==> src/rtl/clkfe_pkg.sv <==
package clkfe_pkg;
  localparam int FRAC_W   = 8;
  localparam int DIV_W    = 8;
  localparam int XFRAC_W  = 6;
  localparam int PLL_NUM  = 18;
  localparam int XTAL_DEN = 32;
endpackage

==> src/rtl/clkfe_frac_scaler.sv <==
module clkfe_frac_scaler #(
  parameter int W     = 8,
  parameter int NUMER = 18
) (
  input  logic         clk_i,
  input  logic         rst_i,
  input  logic         tick_i,
  input  logic [W-1:0] frac_i,
  output logic         tick_o
);
  localparam int AW = W + 1;

  logic [W-1:0]  held_q;
  logic [AW-1:0] acc_q;
  logic          fresh_q;
  logic [W-1:0]  frac_c, eff;
  logic [AW-1:0] sum;
  logic          hit;

  always_comb begin
    frac_c = (frac_i < W'(NUMER)) ? W'(NUMER) : frac_i;
    eff    = fresh_q ? frac_c : held_q;
    sum    = acc_q + AW'(NUMER);
    hit    = (sum >= {1'b0, eff});
    tick_o = tick_i && hit;
  end

  always_ff @(posedge clk_i) begin
    if (rst_i) begin
      acc_q   <= '0;
      held_q  <= W'(NUMER);
      fresh_q <= 1'b1;
    end else if (frac_i == '0) begin
      acc_q   <= '0;
      fresh_q <= 1'b1;
    end else if (tick_i) begin
      fresh_q <= 1'b0;
      acc_q   <= hit ? (sum - {1'b0, eff}) : sum;
      held_q  <= hit ? frac_c : eff;
    end
  end


  frac_acc_bound_chk: assert property (@(posedge clk_i) disable iff (rst_i)
    acc_q < {1'b0, held_q});
endmodule

==> src/rtl/clkfe_int_div.sv <==
module clkfe_int_div #(
  parameter int W = 8
) (
  input  logic         clk_i,
  input  logic         rst_i,
  input  logic         tick_i,
  input  logic [W-1:0] div_i,
  output logic         tick_o
);
  logic [W-1:0] cnt_q, held_q, eff;
  logic [W:0]   cnt_inc;
  logic         last;

  always_comb begin
    eff     = (cnt_q == '0) ? div_i : held_q;
    cnt_inc = {1'b0, cnt_q} + 1'b1;
    last    = (eff <= W'(1)) || (cnt_inc >= {1'b0, eff});
    tick_o  = tick_i && last;
  end

  always_ff @(posedge clk_i) begin
    if (rst_i) begin
      cnt_q  <= '0;
      held_q <= '0;
    end else if (tick_i) begin
      if (cnt_q == '0) held_q <= div_i;
      cnt_q <= last ? '0 : cnt_inc[W-1:0];
    end
  end


  div_count_bound_chk: assert property (@(posedge clk_i) disable iff (rst_i)
    (cnt_q != '0) |-> (cnt_q < held_q));
endmodule

==> src/rtl/clkfe_xtal_frac.sv <==
module clkfe_xtal_frac #(
  parameter int W   = 6,
  parameter int DEN = 32
) (
  input  logic         clk_i,
  input  logic         rst_i,
  input  logic         tick_i,
  input  logic [W-1:0] num_i,
  output logic         tick_o
);
  localparam int AW = W + 1;

  logic [AW-1:0] acc_q, sum;
  logic [W-1:0]  num_c;
  logic          hit;

  always_comb begin
    num_c  = (num_i > W'(DEN)) ? W'(DEN) : num_i;
    sum    = acc_q + {1'b0, num_c};
    hit    = (sum >= AW'(DEN));
    tick_o = tick_i && hit;
  end

  always_ff @(posedge clk_i) begin
    if (rst_i)       acc_q <= '0;
    else if (tick_i) acc_q <= hit ? (sum - AW'(DEN)) : sum;
  end


  xfrac_acc_bound_chk: assert property (@(posedge clk_i) disable iff (rst_i)
    acc_q < AW'(DEN));
endmodule

==> src/rtl/frac_clken_gen.sv <==
module frac_clken_gen
  import clkfe_pkg::*;
(
  input  logic               clk_i,
  input  logic               rst_i,
  input  logic               pll_tick_i,
  input  logic               xtal_tick_i,
  input  logic               bypass_i,
  input  logic [FRAC_W-1:0]  frac_i,
  input  logic [DIV_W-1:0]   div_i,
  input  logic               xfrac_en_i,
  input  logic [XFRAC_W-1:0] xfrac_i,
  output logic               clk_en_o,
  output logic               frac_off_o
);
  logic pll_src, scaled_tick, pll_path, div_in, div_tick;
  logic xmode, xs_in, xs_tick, next_en;
  logic clk_en_q, frac_off_q;

  always_comb begin
    pll_src  = pll_tick_i && !bypass_i;
    pll_path = (frac_i == '0) ? pll_src : scaled_tick;
    xmode    = bypass_i && xfrac_en_i;
    xs_in    = xtal_tick_i && xmode;
    div_in   = bypass_i ? (xtal_tick_i && !xfrac_en_i) : pll_path;
    next_en  = xmode ? xs_tick : div_tick;
  end

  clkfe_frac_scaler #(.W(FRAC_W), .NUMER(PLL_NUM)) u_scaler (
    .clk_i(clk_i), .rst_i(rst_i), .tick_i(pll_src),
    .frac_i(frac_i), .tick_o(scaled_tick));

  clkfe_int_div #(.W(DIV_W)) u_div (
    .clk_i(clk_i), .rst_i(rst_i), .tick_i(div_in),
    .div_i(div_i), .tick_o(div_tick));

  clkfe_xtal_frac #(.W(XFRAC_W), .DEN(XTAL_DEN)) u_xfrac (
    .clk_i(clk_i), .rst_i(rst_i), .tick_i(xs_in),
    .num_i(xfrac_i), .tick_o(xs_tick));

  always_ff @(posedge clk_i) begin
    if (rst_i) begin
      clk_en_q   <= 1'b0;
      frac_off_q <= 1'b0;
    end else begin
      clk_en_q   <= next_en;
      frac_off_q <= !bypass_i && (frac_i == '0);
    end
  end

  assign clk_en_o   = clk_en_q;
  assign frac_off_o = frac_off_q;


  en_follows_tick_chk: assert property (@(posedge clk_i) disable iff (rst_i)
    clk_en_q |-> $past(pll_tick_i || xtal_tick_i));


  bypass_ignores_pll_chk: assert property (@(posedge clk_i) disable iff (rst_i)
    $past(bypass_i && !xtal_tick_i) |-> !clk_en_q);


  normal_ignores_xtal_chk: assert property (@(posedge clk_i) disable iff (rst_i)
    $past(!bypass_i && !pll_tick_i) |-> !clk_en_q);
endmodule

==> config.mk <==
export PLATFORM = sky130hd
export DESIGN_NAME = frac_clken_gen
export DESIGN_NICKNAME = d
export VERILOG_FILES = /design/src/rtl/clkfe_pkg.sv /design/src/rtl/clkfe_frac_scaler.sv /design/src/rtl/clkfe_int_div.sv /design/src/rtl/clkfe_xtal_frac.sv /design/src/rtl/frac_clken_gen.sv
export SDC_FILE = /design/constraint.sdc
export NUM_CORES = 1
export LEC_CHECK = 0
export BUFFER_PORTS_ARGS = -buffer_cell sky130_fd_sc_hd__buf_2
export CORE_ASPECT_RATIO = 1.5
export CORE_MARGIN = 3
export CORE_UTILIZATION = 54
export DETAILED_ROUTE_END_ITERATION = 12
export GPL_TIMING_DRIVEN = 0
export PLACE_DENSITY = 0.78
export SYNTH_ARGS = -nofsm -noshare
export SYNTH_HDL_FRONTEND = slang
export SYNTH_SLANG_ARGS = --single-unit
==> constraint.sdc <==
create_clock -name clk_i -period 3.07 [get_ports clk_i]
set_input_delay 0.307 -clock clk_i [delete_from_list [all_inputs] [get_ports clk_i]]
set_output_delay 0.307 -clock clk_i [all_outputs]
set_load 0.02 [all_outputs]
# == Word-level counts from Yosys, hierarchy flattened ==
# Index checks and enable logic that the tools add are counted.
# totals
input_bits,28
reg_bits,43
output_inout_bits,2
word_cells,46
# op_classes
n_lt_le_gt_ge,6
addsub,5
n_reduce_logical,15
mux,11
n_bitwise,1
# op_table
op,count
8-bit 2-to-1 mux,5
9-bit by 8-bit >= comparator with 1-bit output,2
8-bit zero test,2
"8-bit by 1-bit adder with 9-bit output, second input constant",1
"9-bit by 5-bit adder with 9-bit output, second input constant",1
9-bit 2-to-1 mux,1
9-bit by 8-bit subtractor with 9-bit output,1
"8-bit by 1-bit less-or-equal comparator with 1-bit output, second input constant",1
1-bit logical AND,8
"8-bit by 5-bit less-than comparator with 1-bit output, second input constant",1
7-bit by 6-bit adder with 7-bit output,1
"7-bit by 6-bit >= comparator with 1-bit output, second input constant",1
7-bit 2-to-1 mux,1
"7-bit by 6-bit subtractor with 7-bit output, second input constant",1
"6-bit greater-than comparator, second input constant",1
6-bit 2-to-1 mux,1
1-bit 2-to-1 mux,3
1-bit zero test,2
2-bit AND reduction,1
2-bit OR reduction,1
1-bit logical OR,1
1-bit NOT,1

# == Logic depth before layout (Yosys ltp) ==
# Gate-level depths: netlist of run 1.
# logic_depth
depth_word,9
ltp_mapped,14
depth_no_buf,14

# == Cells and area by module ==
# A second synthesis of run 1 with hierarchy kept.
# unflattened
hier_cells,399
area_unflattened_um2,3326.9
# by_module_without_submodules
module,seq_area_each_um2,n_inst,cells_per_inst,area_per_inst_um2
clkfe_frac_scaler,360.3,1,176,1441.4
clkfe_int_div,320.3,1,142,1164.9
clkfe_xtal_frac,140.1,1,64,588.1
frac_clken_gen,40.0,1,17,132.6

# == Least setup slack after synthesis of run 1 ==
# Ideal clock, no wire load.
# synth_timing
path_type,reg-to-reg
start,register u_scaler.fresh_q
end,register u_scaler.held_q[1]
setup_slack_ns,0.054
setup_time_ns,0.062
path_stages_with_launch,11
n_path_buf,2
period_less_slack_ns,3.016
arrival_time_ns,2.955
cell_sequence,dfxtp_1 clkbuf_1 clkbuf_1 o21ai_0 ha_1 nor2b_1 o31a_1 o211a_1 o311ai_4 mux2_1 nand2_1
# synth_between
elab_chain_len,3
# synth_rtl
element,line_no,rtl
from (decl),clkfe_frac_scaler.sv:15,logic fresh_q;
from (signal assigned),clkfe_frac_scaler.sv:32,fresh_q <= 1'b1;
from (signal assigned),clkfe_frac_scaler.sv:35,fresh_q <= 1'b1;
from (signal assigned),clkfe_frac_scaler.sv:37,fresh_q <= 1'b0;
8-bit 2-to-1 mux *,clkfe_frac_scaler.sv:22,eff = fresh_q ? frac_c : held_q;
9-bit by 8-bit >= comparator with 1-bit output,clkfe_frac_scaler.sv:24,"hit = (sum >= {1'b0, eff});"
8-bit 2-to-1 mux *,clkfe_frac_scaler.sv:39,held_q <= hit ? frac_c : eff;
to (signal assigned),clkfe_frac_scaler.sv:31,held_q <= W'(NUMER);
to (signal assigned),clkfe_frac_scaler.sv:39,
to (decl),clkfe_frac_scaler.sv:13,logic [W-1:0] held_q;
# Every way passes the cells marked *; elsewhere a longest branch is shown, timed or not.
# A chain may end at the register's enable or synchronous reset.

# == Worst setup path after layout of run 1 ==
# layout_timing
start,register u_div.cnt_q[0]
end,"register clk_en_q, in the netlist clk_en_o"
# layout_between
elab_chain_len,6
# layout_rtl
element,line_no,rtl
from (decl),clkfe_int_div.sv:10,"logic [W-1:0] cnt_q, held_q, eff;"
from (signal assigned),clkfe_int_div.sv:27,cnt_q <= last ? '0 : cnt_inc[W-1:0];
branches (longest 3 deep; another with 8-bit by 1-bit adder with 9-bit output),n/a,
1-bit logical OR *,clkfe_int_div.sv:17,"last = (eff <= W'(1)) || (cnt_inc >= {1'b0, eff});"
1-bit logical AND *,clkfe_int_div.sv:18,tick_o = tick_i && last;
1-bit 2-to-1 mux *,frac_clken_gen.sv:26,next_en = xmode ? xs_tick : div_tick;
to (signal assigned),frac_clken_gen.sv:46,clk_en_q <= next_en;
to (decl),frac_clken_gen.sv:18,"logic clk_en_q, frac_off_q;"
# Every way passes the cells marked *.

==> summary.md, run 1 <==
| Metric | Value |
|---|---|
| Run status | complete, no violations |
| Async set-reset flop share out of synthesis | 0 |
| P_leak | 0.00156 µW |
| # fillers | 446 |
| CTS tree | yes |
| Clock Pin Slew Worst Setup and Hold Paths | 0.09 ns |
| Post-Synth Adder-Cell Area | 0.113 |
| Synth Cell Area | 3220 µm² |
| Normalized max-slew margin | 0.636 |
| Vias in the first global route | 3130 |
| Layout cells sized above 1 | 0.236 |
| Total gr overflow | 0 |
| Multi-input gate area | 2430 µm² |
| Via count | 3172 |
| Worst Skew | 0.0140 ns |
| WL final | 8400 µm |
| Leading cell type in the layout, fill and taps excluded | dfxtp_1 |
| Fin Hold WS | 0.289 ns |
| Gpl congestion | 0.900 |
| Fmax | 335 MHz |
| #FFs+latches synth | 43 |
| Area grow syn2layout | 21.0% |
| Logic pwr share | 0.399 |
| CP Capture Type | register |
| Die Y | 101 µm |
| CORE AREA | 5620 µm² |
| Die Wd | 69.0 µm |
| Num CTS Buffers | 5 |
| Num ports | 30 |
| Slew @ Worst Pin | 0.547 ns |
| Initial antenna violation count | 0 |
| Synth Flop Type | dfxtp_1 |
| Arr. time, crit path | 3.17 ns |
| Synth Area in Simple Gates | 0.223 |
| # hold bufs at CTS | 0 |
| Distinct cells, synth | 66 |
| CTS H-tree depth | 2 |
| Total GRT Usage | 0.236 |
| Startpoint type of the worst setup path | register |
| CP Class | register to register |
| Largest net degree at the start of global routing | 13 |
| Required @ worst endpoint | 3.25 ns |
| Hold WC Path Type | input port to register |
| P per Cell Area | 429 nW/µm² |
| Net Sw Frac | 0.358 |
| Max Cap Viol | 0 |
| R2R Setup Slk | 0.08 ns |
| Row cnt | 33 |
| Total Power | 1670 µW |
| Multiplexer share of the synthesized area | 0.0505 |
| Synthesized net count | 444 |
| Antenna Cells | 0 |
| 1st-iter DRT viols | 150 |
| Routed WL per cell | 16.5 µm |
| Share of power burned in registers | 0.380 |
| # setup viols final | 0 |
| Complex-gate fraction of the synthesized area | 0.263 |
| Starting Density | 0.573 |
| Largest family of logic cells by synthesized area | compound AO/OA/AOI/OAI gates |
| Sequential area share after synthesis | 0.267 |
| Synth Instances | 388 |
| Worst-path fanout max | 7 |
| Die area | 6940 µm² |
| ANT nets after route | 0 |
| Most frequent cells in the layout | 37 x dfxtp_1, 34 x nand2_1, 31 x nor2_1 |
| Synth Area in XOR/XNOR | 0.0408 |
| Pre-Repair DR Iteration Count | 5 |
| Sw power | 599 µW |
| PortBufs | 29 |
| Clock Power Share | 0.221 |
| # DRC | 0 |
| Clock sink count | 43 |
| Clock Path Buffers | 2 |
| Yosys warns | 0 |
| Max VDD drop | 0.281 mV |
| Synthesized area per cell | 8.30 µm² |
| DP HPWL | 5970 µm |
| Final worst path period need | 2.99 ns |
| Via-per-instance ratio | 6.22 |
| Slew Viols, Final | 0 |
| Clock root buffer | clkbuf_8 |
| Final Hold Vio Count | 0 |
| Final setup TNS | 0 ns |
| First-pass GRT wire length | 13500 µm |
| EDFF count, synth | 0 |
| P_int | 1070 µW |
| Clk_lat worst skew | 0.30 ns |
| Final Cycle Share | 0.973 |
| Nets | 496 |
| Sequential Area | 873 µm² |
-- logic make-up (layout without fill, tap and decap cells) --
family	Yosys count	in the layout
and+or+nand+nor	141	141
buffers and inverters	30	82
DFF	43	43
AOI/OAI and AO/OA	115	115
xor gates and xnor gates	15	15
muxes	16	16
adders and majority gates	28	28
-- cells in the mapped netlist (all sizes together) (3+ instances only) --
cell type / count / area share
o21ai: 17 / 0.026
nand3: 17 / 0.026
mux2i: 14 / 0.044
nor2b: 10 / 0.019
xor2: 8 / 0.022
ha: 26 / 0.10
o211ai: 4 / 0.011
a21o: 4 / 0.0093
o32ai: 3 / 0.0082
nand2b: 4 / 0.0078
clkbuf: 9 / 0.010
o21a: 5 / 0.012
a2111oi: 4 / 0.017
inv: 16 / 0.019
nor4: 3 / 0.0058
dfxtp: 43 / 0.27
a211oi: 14 / 0.034
or3: 8 / 0.017
o211a: 3 / 0.0093
nor2: 31 / 0.036
and4: 3 / 0.0082
xnor2: 7 / 0.019
and3: 4 / 0.0078
o31a: 4 / 0.011
a31oi: 5 / 0.014
nand2: 36 / 0.044
nor3: 13 / 0.020
buf: 4 / 0.011
a21oi: 30 / 0.047
nor4b: 3 / 0.010
-- path summary, 6_finish.rpt --
check	depth (start not counted)	end	start
setup / recovery	12	clk_en_o$_SDFF_PP0_	u_div.cnt_q[0]$_SDFFE_PP0P_
hold / removal	3	u_scaler.held_q[0]$_SDFFE_PP0P_	frac_i[0]
hold reg to reg	2	u_scaler.held_q[0]$_SDFFE_PP0P_	u_scaler.held_q[0]$_SDFFE_PP0P_
setup reg to reg	12	clk_en_o$_SDFF_PP0_	u_div.cnt_q[0]$_SDFFE_PP0P_
-- final cells by class --
type,instances,share of cell area
multi-input combinational,315,0.623
clock buffer,6,0.0212
tap,70,0.0225
timing repair buffer,46,0.0729
inverter,17,0.0170
clock inverter,1,0.00128
sequential,43,0.224
buffer,12,0.0177
-- critical path, cell delays in order (launching register included) --
cell       delay, ns
dfxtp_4         0.38
inv_4           0.06
ha_4            0.12
nor4b_4         0.24
nand2_4         0.15
mux2i_2         0.30
ha_4            0.27
a2111oi_4       0.36
a21oi_2         0.11
a2111oi_4       0.36
buf_4           0.19
a211oi_2        0.04
o31a_1          0.30
-- power by group through the flow --
| stage | clock (µW) | combinational [µW] | sequential (µW) |
|---|---|---|---|
| 6_report | 370 | 667 | 635 |
| 5_1_grt | 400 | 733 | 639 |
| 4_1_cts | 378 | 580 | 626 |
| 3_5_place_dp | 0 | 548 | 636 |
| 3_3_place_gp | 0 | 534 | 634 |
| 2_1_floorplan | 0 | 420 | 628 |
-- stage by stage --
stage          cells   util  area [µm²]  setup slack [ns]
2_1_floorplan    388      -        3220            0.0537
3_3_place_gp     487  0.615        3450            -0.414
3_5_place_dp     487  0.615        3450            -0.459
4_1_cts          501  0.645        3620            0.0147
5_1_grt          510  0.694        3890           -0.0611
6_report         510  0.694        3890            0.0837
-- sequential cells by signal, indices dropped and copies added (netlist names) --
name              count
clk_en_o              1
frac_off_o            1
u_div.cnt_q           8
u_div.held_q          8
u_scaler.acc_q        9
u_scaler.fresh_q      1
u_scaler.held_q       8
u_xfrac.acc_q         7
-- timing repair --
action	CTS	global route
buffers inserted	8	9
setup endpoints to repair	33	29
gates resized for setup	9	46
cloned	0	0
pin swaps	4	11
-- layer usage --
layer  global-route usage  share of wire  wire [µm]  vias to the layer above
li1                     -              -          -                     1568
met1                0.249           0.39       3270                     1472
met2                0.428           0.53       4430                      100
met3               0.0379          0.044        368                       32
met4                0.158          0.039        329                        0
met5                    0              0          0                        -
No activity file was read; power rests on OpenSTA's default activity.
==> run 2: changes to the inputs <==
--- a/config.mk
+++ b/config.mk
@@ -8,10 +8,11 @@
 export BUFFER_PORTS_ARGS = -buffer_cell sky130_fd_sc_hd__buf_2
 export CORE_ASPECT_RATIO = 1.5
 export CORE_MARGIN = 3
-export CORE_UTILIZATION = 54
+export CORE_UTILIZATION = 65
+export CTS_CLUSTER_SIZE = 20
 export DETAILED_ROUTE_END_ITERATION = 12
 export GPL_TIMING_DRIVEN = 0
-export PLACE_DENSITY = 0.78
+export PLACE_DENSITY = 0.88
 export SYNTH_ARGS = -nofsm -noshare
 export SYNTH_HDL_FRONTEND = slang
 export SYNTH_SLANG_ARGS = --single-unit
==> constraint.sdc (replaced) <==
create_clock -name clk_i -period 3.7 [get_ports clk_i]
set_input_delay 0.37 -clock clk_i [delete_from_list [all_inputs] [get_ports clk_i]]
set_output_delay 0.37 -clock clk_i [all_outputs]
set_load 0.02 [all_outputs]
==> run 2 against run 1 <==
  * Core utilization rose by 7.0 points
  * Sequential power down 18%
  * Non-clock buffer count shrank 13
  * Global-route usage is 3.8 points higher
  * Total power shrank 23%
  * Worst hold slack better by 0.036 ns
  * Critical path depth unchanged
  * Clock skew is 0.0016 ns higher
  * Die area shrank 16%
  * Maximum frequency down 13%
  * Largest cell class unchanged
==> summary.md, run 2 (synthesis results as in run 1) <==
| Metric | Value |
|---|---|
| Run status | complete, no violations (unchanged) |
| Via count | 3097 (was 3172) |
| Hold depth | 2 (was 3) |
| Fin area | 3550 µm² (was 3890 µm²) |
| Leading cell type in the layout, fill and taps excluded | dfxtp_1 (unchanged) |
| Antenna Cells | 0 (unchanged) |
| PortBufs | 29 (unchanged) |
| Worst-path fanout max | 8 (was 7) |
| # fillers | 365 (was 446) |
| DP HPWL | 6090 µm (was 5970 µm) |
| P per Cell Area | 362 nW/µm² (was 429 nW/µm²) |
| Arr. time, crit path | 3.68 ns (was 3.17 ns) |
| Clock root buffer | clkbuf_8 (unchanged) |
| Sequential Area | 861 µm² (was 873 µm²) |
| Initial antenna violation count | 0 (unchanged) |
| Pre-Repair DR Iteration Count | 5 (unchanged) |
| First-pass GRT wire length | 13100 µm (was 13500 µm) |
| Reg2Reg Depth | 12 (unchanged) |
| Total GRT Usage | 0.274 (was 0.236) |
| Row cnt | 30 (was 33) |
| Final setup TNS | 0 ns (unchanged) |
| Fin Hold WS | 0.325 ns (was 0.289 ns) |
| Die Wd | 63.5 µm (was 69.0 µm) |
| # setup viols final | 0 (unchanged) |
| Routed WL per cell | 16.1 µm (was 16.5 µm) |
| Layout cells sized above 1 | 0.136 (was 0.236) |
| Clock Pin Slew Worst Setup and Hold Paths | 0.09 ns (about the same) |
| CP Class | register to register (unchanged) |
| Clock Path Buffers | 2 (unchanged) |
| 1st-iter DRT viols | 133 (was 150) |
| Most frequent cells in the layout | 43 x dfxtp_1, 34 x nand2_1, 31 x nor2_1 (was 37 x dfxtp_1, 34 x nand2_1, 31 x nor2_1) |
| Area grow syn2layout | 10.4% (was 21.0%) |
| Area after DPL | 3440 µm² (was 3450 µm²) |
| Die area | 5850 µm² (was 6940 µm²) |
| Starting Density | 0.692 (was 0.573) |
| CTS tree | yes (unchanged) |
| CP Capture Type | register (unchanged) |
| Dpl cells | 481 (was 487) |
| Via-per-instance ratio | 6.29 (was 6.22) |
| Final worst path period need | 3.44 ns (was 2.99 ns) |
| WL final | 7900 µm (was 8400 µm) |
| Largest register FFs | 9 (unchanged) |
| Fin cells | 492 (was 510) |
| Layout Utilization | 0.763 (was 0.694) |
| Total gr overflow | 0 (unchanged) |
| Slew Viols, Final | 0 (unchanged) |
| Num ports | 30 (unchanged) |
| Max VDD drop | 0.228 mV (was 0.281 mV) |
| Nets | 483 (was 496) |
| Fmax | 290 MHz (was 335 MHz) |
| Required @ worst endpoint | 3.94 ns (was 3.25 ns) |
| Slew @ Worst Pin | 0.676 ns (was 0.547 ns) |
| CORE AREA | 4650 µm² (was 5620 µm²) |
| Worst Skew | 0.0156 ns (was 0.0140 ns) |
| Gpl congestion | 0.932 (was 0.900) |
| Max Cap Viol | 0 (unchanged) |
| Largest net degree at the start of global routing | 14 (was 13) |
| ANT nets after route | 0 (unchanged) |
| Num CTS Buffers | 5 (unchanged) |
| Final Cycle Share | 0.931 (was 0.973) |
| Clk_lat worst skew | 0.31 ns (was 0.30 ns) |
| Vias in the first global route | 3040 (was 3130) |
| Multi-input gate area | 2230 µm² (was 2430 µm²) |
| Hold WC Path Type | input port to register (unchanged) |
| # DRC | 0 (unchanged) |
| Clock sink count | 43 (unchanged) |
| # hold bufs at CTS | 0 (unchanged) |
| Final Hold Vio Count | 0 (unchanged) |
| P_leak | 0.00143 µW (was 0.00156 µW) |
| Top reg by flops | u_scaler.acc_q (unchanged) |
| Die Y | 92.2 µm (was 101 µm) |
| Startpoint type of the worst setup path | register (unchanged) |
| CTS H-tree depth | 2 (unchanged) |
| Normalized max-slew margin | 0.549 (was 0.636) |
run 2: cell types whose count changed in the layout (fill, tap and decap cells not counted), moves of 3 or more:
cell,previous run,this run
buf_6,5,2
a21oi_2,4,0
ha_4,4,0
dfxtp_1,37,43
a2111oi_0,0,3
a21oi_1,25,30
mux2i_1,8,14
dfxtp_2,4,0
ha_1,20,26
mux2i_2,4,0
buf_4,15,4
run 2: final timing paths:
path / from / end / slack (ns)
worst max-delay path: u_scaler.acc_q[1]$_SDFFE_PP0P_ / u_scaler.held_q[1]$_SDFFE_PP1P_ / 0.26
worst min-delay path: bypass_i / frac_off_o$_SDFF_PP0_ / 0.33
worst max register to register: u_scaler.acc_q[1]$_SDFFE_PP0P_ / u_scaler.held_q[1]$_SDFFE_PP1P_ / 0.26
worst min register to register: u_scaler.held_q[0]$_SDFFE_PP0P_ / u_scaler.held_q[0]$_SDFFE_PP0P_ / 0.46
run 2: area by class of cell:
class                           instances  share of cell area
Clock inverter                          2             0.00352
Sequential cell                        43               0.242
Buffer                                 13              0.0197
Timing Repair Buffer                   32              0.0472
Inverter                               17              0.0180
Multi-Input combinational cell        315               0.626
Tap cell                               64              0.0225
Clock buffer                            6              0.0204
run 2: what timing repair did:
| item | in CTS | in global routing |
|---|---|---|
| gates resized for setup | 0 | 2 |
| setup endpoints to repair | 0 | 8 |
| buffers inserted | 0 | 3 |
run 2: critical path, stage by stage (launching register included):
cell	delay, ns
dfxtp_1	0.35
ha_1	0.26
a21oi_1	0.35
nor2_1	0.11
xor2_1	0.26
ha_1	0.34
and4_1	0.22
a21oi_1	0.20
nand3_1	0.33
o311ai_4	0.41
buf_4	0.17
mux2_1	0.31
nand2_1	0.07
run 2: routing by layer:
metal,GRT usage,up-vias,wire length (µm)
met2,0.519,99,4290
met3,0.0417,28,308
met4,0.146,0,301
li1,-,1524,-
met1,0.281,1446,3000
met5,0,-,0
run 2: stage by stage:
stage / setup WS, ns / power (µW)
floorplan: 0.684 / 870
global placement: 0.283 / 966
detailed placement: 0.202 / 982
CTS: 0.198 / 1280
global route: -0.00912 / 1360
finish: 0.257 / 1290
run 2: report_power, final:
part	internal (µW)	switching [µW]	leakage, µW
registers	492	25.7	0.000350
clock network	132	169	0.0000412
logic	193	274	0.00104
==> run 3: changes to the inputs <==
--- a/config.mk
+++ b/config.mk
@@ -8,11 +8,11 @@
 export BUFFER_PORTS_ARGS = -buffer_cell sky130_fd_sc_hd__buf_2
 export CORE_ASPECT_RATIO = 1.5
 export CORE_MARGIN = 3
-export CORE_UTILIZATION = 65
+export CORE_UTILIZATION = 40
 export CTS_CLUSTER_SIZE = 20
 export DETAILED_ROUTE_END_ITERATION = 12
 export GPL_TIMING_DRIVEN = 0
-export PLACE_DENSITY = 0.88
+export PLACE_DENSITY = 0.59
 export SYNTH_ARGS = -nofsm -noshare
 export SYNTH_HDL_FRONTEND = slang
 export SYNTH_SLANG_ARGS = --single-unit
==> run 3 against run 2 <==
  * Clock skew down 0.0059 ns
  * Design area up 3.6%
  * First-iteration DRC count down 0.75%
  * Sequential power about the same
  * Sequential share of layout area down 0.83 points
  * Register-to-register slack better by 0.05 ns
  * Global-route usage down 9.4 points
  * Worst hold slack better by 0.035 ns
  * Total power up 21%
  * Final cell count up 6.9%
  * Clock power up 91%
  * Routed wire length up 0.66%
  * Largest cell class unchanged
  * Largest power group is now the clock network
  * Highest routed layer unchanged
==> summary.md, run 3 (synthesis results as in run 1) <==
| Metric | Value |
|---|---|
| Clock Pin Slew Worst Setup and Hold Paths | 0.06 ns (was 0.09 ns) |
| P per Cell Area | 422 nW/µm² (was 362 nW/µm²) |
| Logic pwr share | 0.295 (was 0.363) |
| Via count | 2925 (was 3097) |
| CORE AREA | 7710 µm² (was 4650 µm²) |
| Clock sink count | 43 (unchanged) |
| DP HPWL | 6190 µm (was 6090 µm) |
| Post-CTS setup buffer count | 0 (unchanged) |
| Worst Skew | 0.00972 ns (was 0.0156 ns) |
| Largest register FFs | 9 (unchanged) |
| Leading cell type in the layout, fill and taps excluded | dfxtp_1 (unchanged) |
| # setup viols final | 0 (unchanged) |
| Metal3 WL | 204 µm (was 308 µm) |
| Wl on met1 | 3450 µm (was 3000 µm) |
| Net Sw Frac | 0.311 (was 0.364) |
| Die Y | 116 µm (was 92.2 µm) |
| Total Power | 1550 µW (was 1290 µW) |
| Required @ worst endpoint | 3.93 ns (was 3.94 ns) |
| Crit path from | u_scaler.acc_q[1]$_SDFFE_PP0P_ (unchanged) |
| Sw power | 483 µW (was 469 µW) |
| # fillers | 798 (was 365) |
| Num ports | 30 (unchanged) |
| 1st-iter DRT viols | 132 (was 133) |
| Hold WC Path Type | input port to register (unchanged) |
| Top reg by flops | u_scaler.acc_q (unchanged) |
| Total GRT Usage | 0.181 (was 0.274) |
| Slew Viols, Final | 0 (unchanged) |
| Arr. time, crit path | 3.62 ns (was 3.68 ns) |
| Largest net degree at the start of global routing | 14 (unchanged) |
| Antenna Cells | 0 (unchanged) |
| P_leak | 0.00147 µW (was 0.00143 µW) |
| R2R Setup Slk | 0.31 ns (was 0.26 ns) |
| Final Hold Vio Count | 0 (unchanged) |
| First-pass GRT wire length | 12900 µm (was 13100 µm) |
| Worst setup path end | u_scaler.held_q[1]$_SDFFE_PP1P_ (unchanged) |
| Reg2Reg Depth | 11 (was 12) |
| Top layer in use | met4 (unchanged) |
| Normalized max-slew margin | 0.568 (was 0.549) |
| Fmax | 295 MHz (was 290 MHz) |
| Max Cap Viol | 0 (unchanged) |
| RSZ-0062 raised after global routing | false |
| Final worst path period need | 3.39 ns (was 3.44 ns) |
| CTS tree | yes (unchanged) |
| Sequential Area | 861 µm² (unchanged) |
| Clock root buffer | clkbuf_16 (was clkbuf_8) |
| Final Cycle Share | 0.917 (was 0.931) |
| P_int | 1070 µW (was 818 µW) |
| Total gr overflow | 0 (unchanged) |
| Worst R2R End | u_scaler.held_q[1]$_SDFFE_PP1P_ (unchanged) |
| Layout cells sized above 1 | 0.130 (was 0.136) |
| Final setup TNS | 0 ns (unchanged) |
| Die Wd | 79.3 µm (was 63.5 µm) |
| Gpl congestion | 0.868 (was 0.932) |
| DR WL met2 | 4120 µm (was 4290 µm) |
| Run status | complete, no violations (unchanged) |
| WL final | 7950 µm (was 7900 µm) |
| # hold bufs at CTS | 0 (unchanged) |
| CP Capture Type | register (unchanged) |
| Num CTS Buffers | 5 (unchanged) |
| Row cnt | 39 (was 30) |
| CTS H-tree depth | 2 (unchanged) |
| PortBufs | 29 (unchanged) |
| Reg-to-Reg Start | u_scaler.acc_q[1]$_SDFFE_PP0P_ (unchanged) |
| Clock Path Buffers | 2 (unchanged) |
| Vias in the first global route | 2802 (was 3040) |
| Area grow syn2layout | 14.3% (was 10.4%) |
| Die area | 9180 µm² (was 5850 µm²) |
| Startpoint type of the worst setup path | register (unchanged) |
| Slew @ Worst Pin | 0.648 ns (was 0.676 ns) |
| CP Class | register to register (unchanged) |
| Share of power burned in registers | 0.334 (was 0.403) |
| Clock Power Share | 0.371 (was 0.234) |
| Via-per-instance ratio | 5.56 (was 6.29) |
| Initial antenna violation count | 0 (unchanged) |
| Starting Density | 0.418 (was 0.692) |
| Multi-input gate area | 2230 µm² (about the same) |
| Routed WL per cell | 15.1 µm (was 16.1 µm) |
| Max VDD drop | 0.191 mV (was 0.228 mV) |
| Pre-Repair DR Iteration Count | 4 (was 5) |
| # DRC | 0 (unchanged) |
| Clk_lat worst skew | 0.29 ns (was 0.31 ns) |
| Most frequent cells in the layout | 43 x dfxtp_1, 34 x nand2_1, 31 x nor2_1 (unchanged) |
| Nets | 479 (was 483) |
| Worst-path fanout max | 8 (unchanged) |
| ANT nets after route | 0 (unchanged) |
[run 3: cell count changes in the layout (fill, tap and decap cells not counted), sizes merged]
cell	before	now
buf	36	33
bufinv	0	2
clkbuf	15	14
clkinv	2	1
clkinvlp	1	0
[run 3: routing by layer]
metal	vias up	GRT usage
li1	1516	-
met1	1356	0.195
met2	42	0.343
met3	11	0.0264
met4	0	0.0780
met5	-	0
[run 3: area by class of cell]
type                    count  area share
well taps                 102      0.0347
multi-input cells         315       0.605
repair buffers             29      0.0394
inverters                  17      0.0173
plain buffers              12      0.0180
flip-flops and latches     43       0.234
clock inverters             2      0.0163
clock buffers               6      0.0350
[run 3: worst min-delay path by stage]
| stage | from | end | cells past startpoint |
|---|---|---|---|
| final | frac_i[0] | u_scaler.held_q[0]$_SDFFE_PP0P_ | 3 |
| after global routing | frac_i[3] | u_scaler.held_q[3]$_SDFFE_PP0P_ | 2 |
| after CTS | frac_i[3] | u_scaler.held_q[3]$_SDFFE_PP0P_ | 2 |
| after detailed placement | u_div.held_q[0]$_SDFFE_PP0P_ | u_div.held_q[0]$_SDFFE_PP0P_ | 2 |
| after global placement | u_div.held_q[0]$_SDFFE_PP0P_ | u_div.held_q[0]$_SDFFE_PP0P_ | 2 |
| after floorplan | u_div.held_q[0]$_SDFFE_PP0P_ | u_div.held_q[0]$_SDFFE_PP0P_ | 2 |
[run 3: critical path: stages, from the launching register on]
cell and delay, ns:
dfxtp_1 0.34, ha_1 0.25, a21oi_1 0.35, nor2_1 0.11, xor2_1 0.17, ha_1 0.37
and4_1 0.21, a21oi_1 0.19, nand3_1 0.33, o311ai_4 0.56, mux2_1 0.37, nand2_1 0.06
[run 3: power by group through the flow]
stage / clock network, µW / logic (µW) / registers (µW)
floorplan: 0 / 348 / 521
global placement: 0 / 454 / 527
detailed placement: 0 / 457 / 528
CTS: 597 / 460 / 518
global route: 610 / 507 / 525
finish: 576 / 458 / 520
[run 3: metrics by stage]
step | hold slack, ns | utilization | instances | worst slack, ns | area (µm²)
after detailed placement | 0.447 | 0.453 | 519 | 0.101 | 3490
after floorplan | 0.428 | - | 388 | 0.684 | 3220
after global placement | 0.441 | 0.453 | 519 | 0.184 | 3490
final | 0.360 | 0.477 | 526 | 0.308 | 3680
after CTS | 0.354 | 0.477 | 527 | 0.0878 | 3680
after global routing | 0.379 | 0.477 | 526 | 0.0517 | 3680
[run 3: repair_timing]
action / 4_1_cts / 5_1_grt
setup endpoints to repair: 0 / 13
gates resized for setup: 0 / 3
endpoints found under the hold margin: 0 / 0
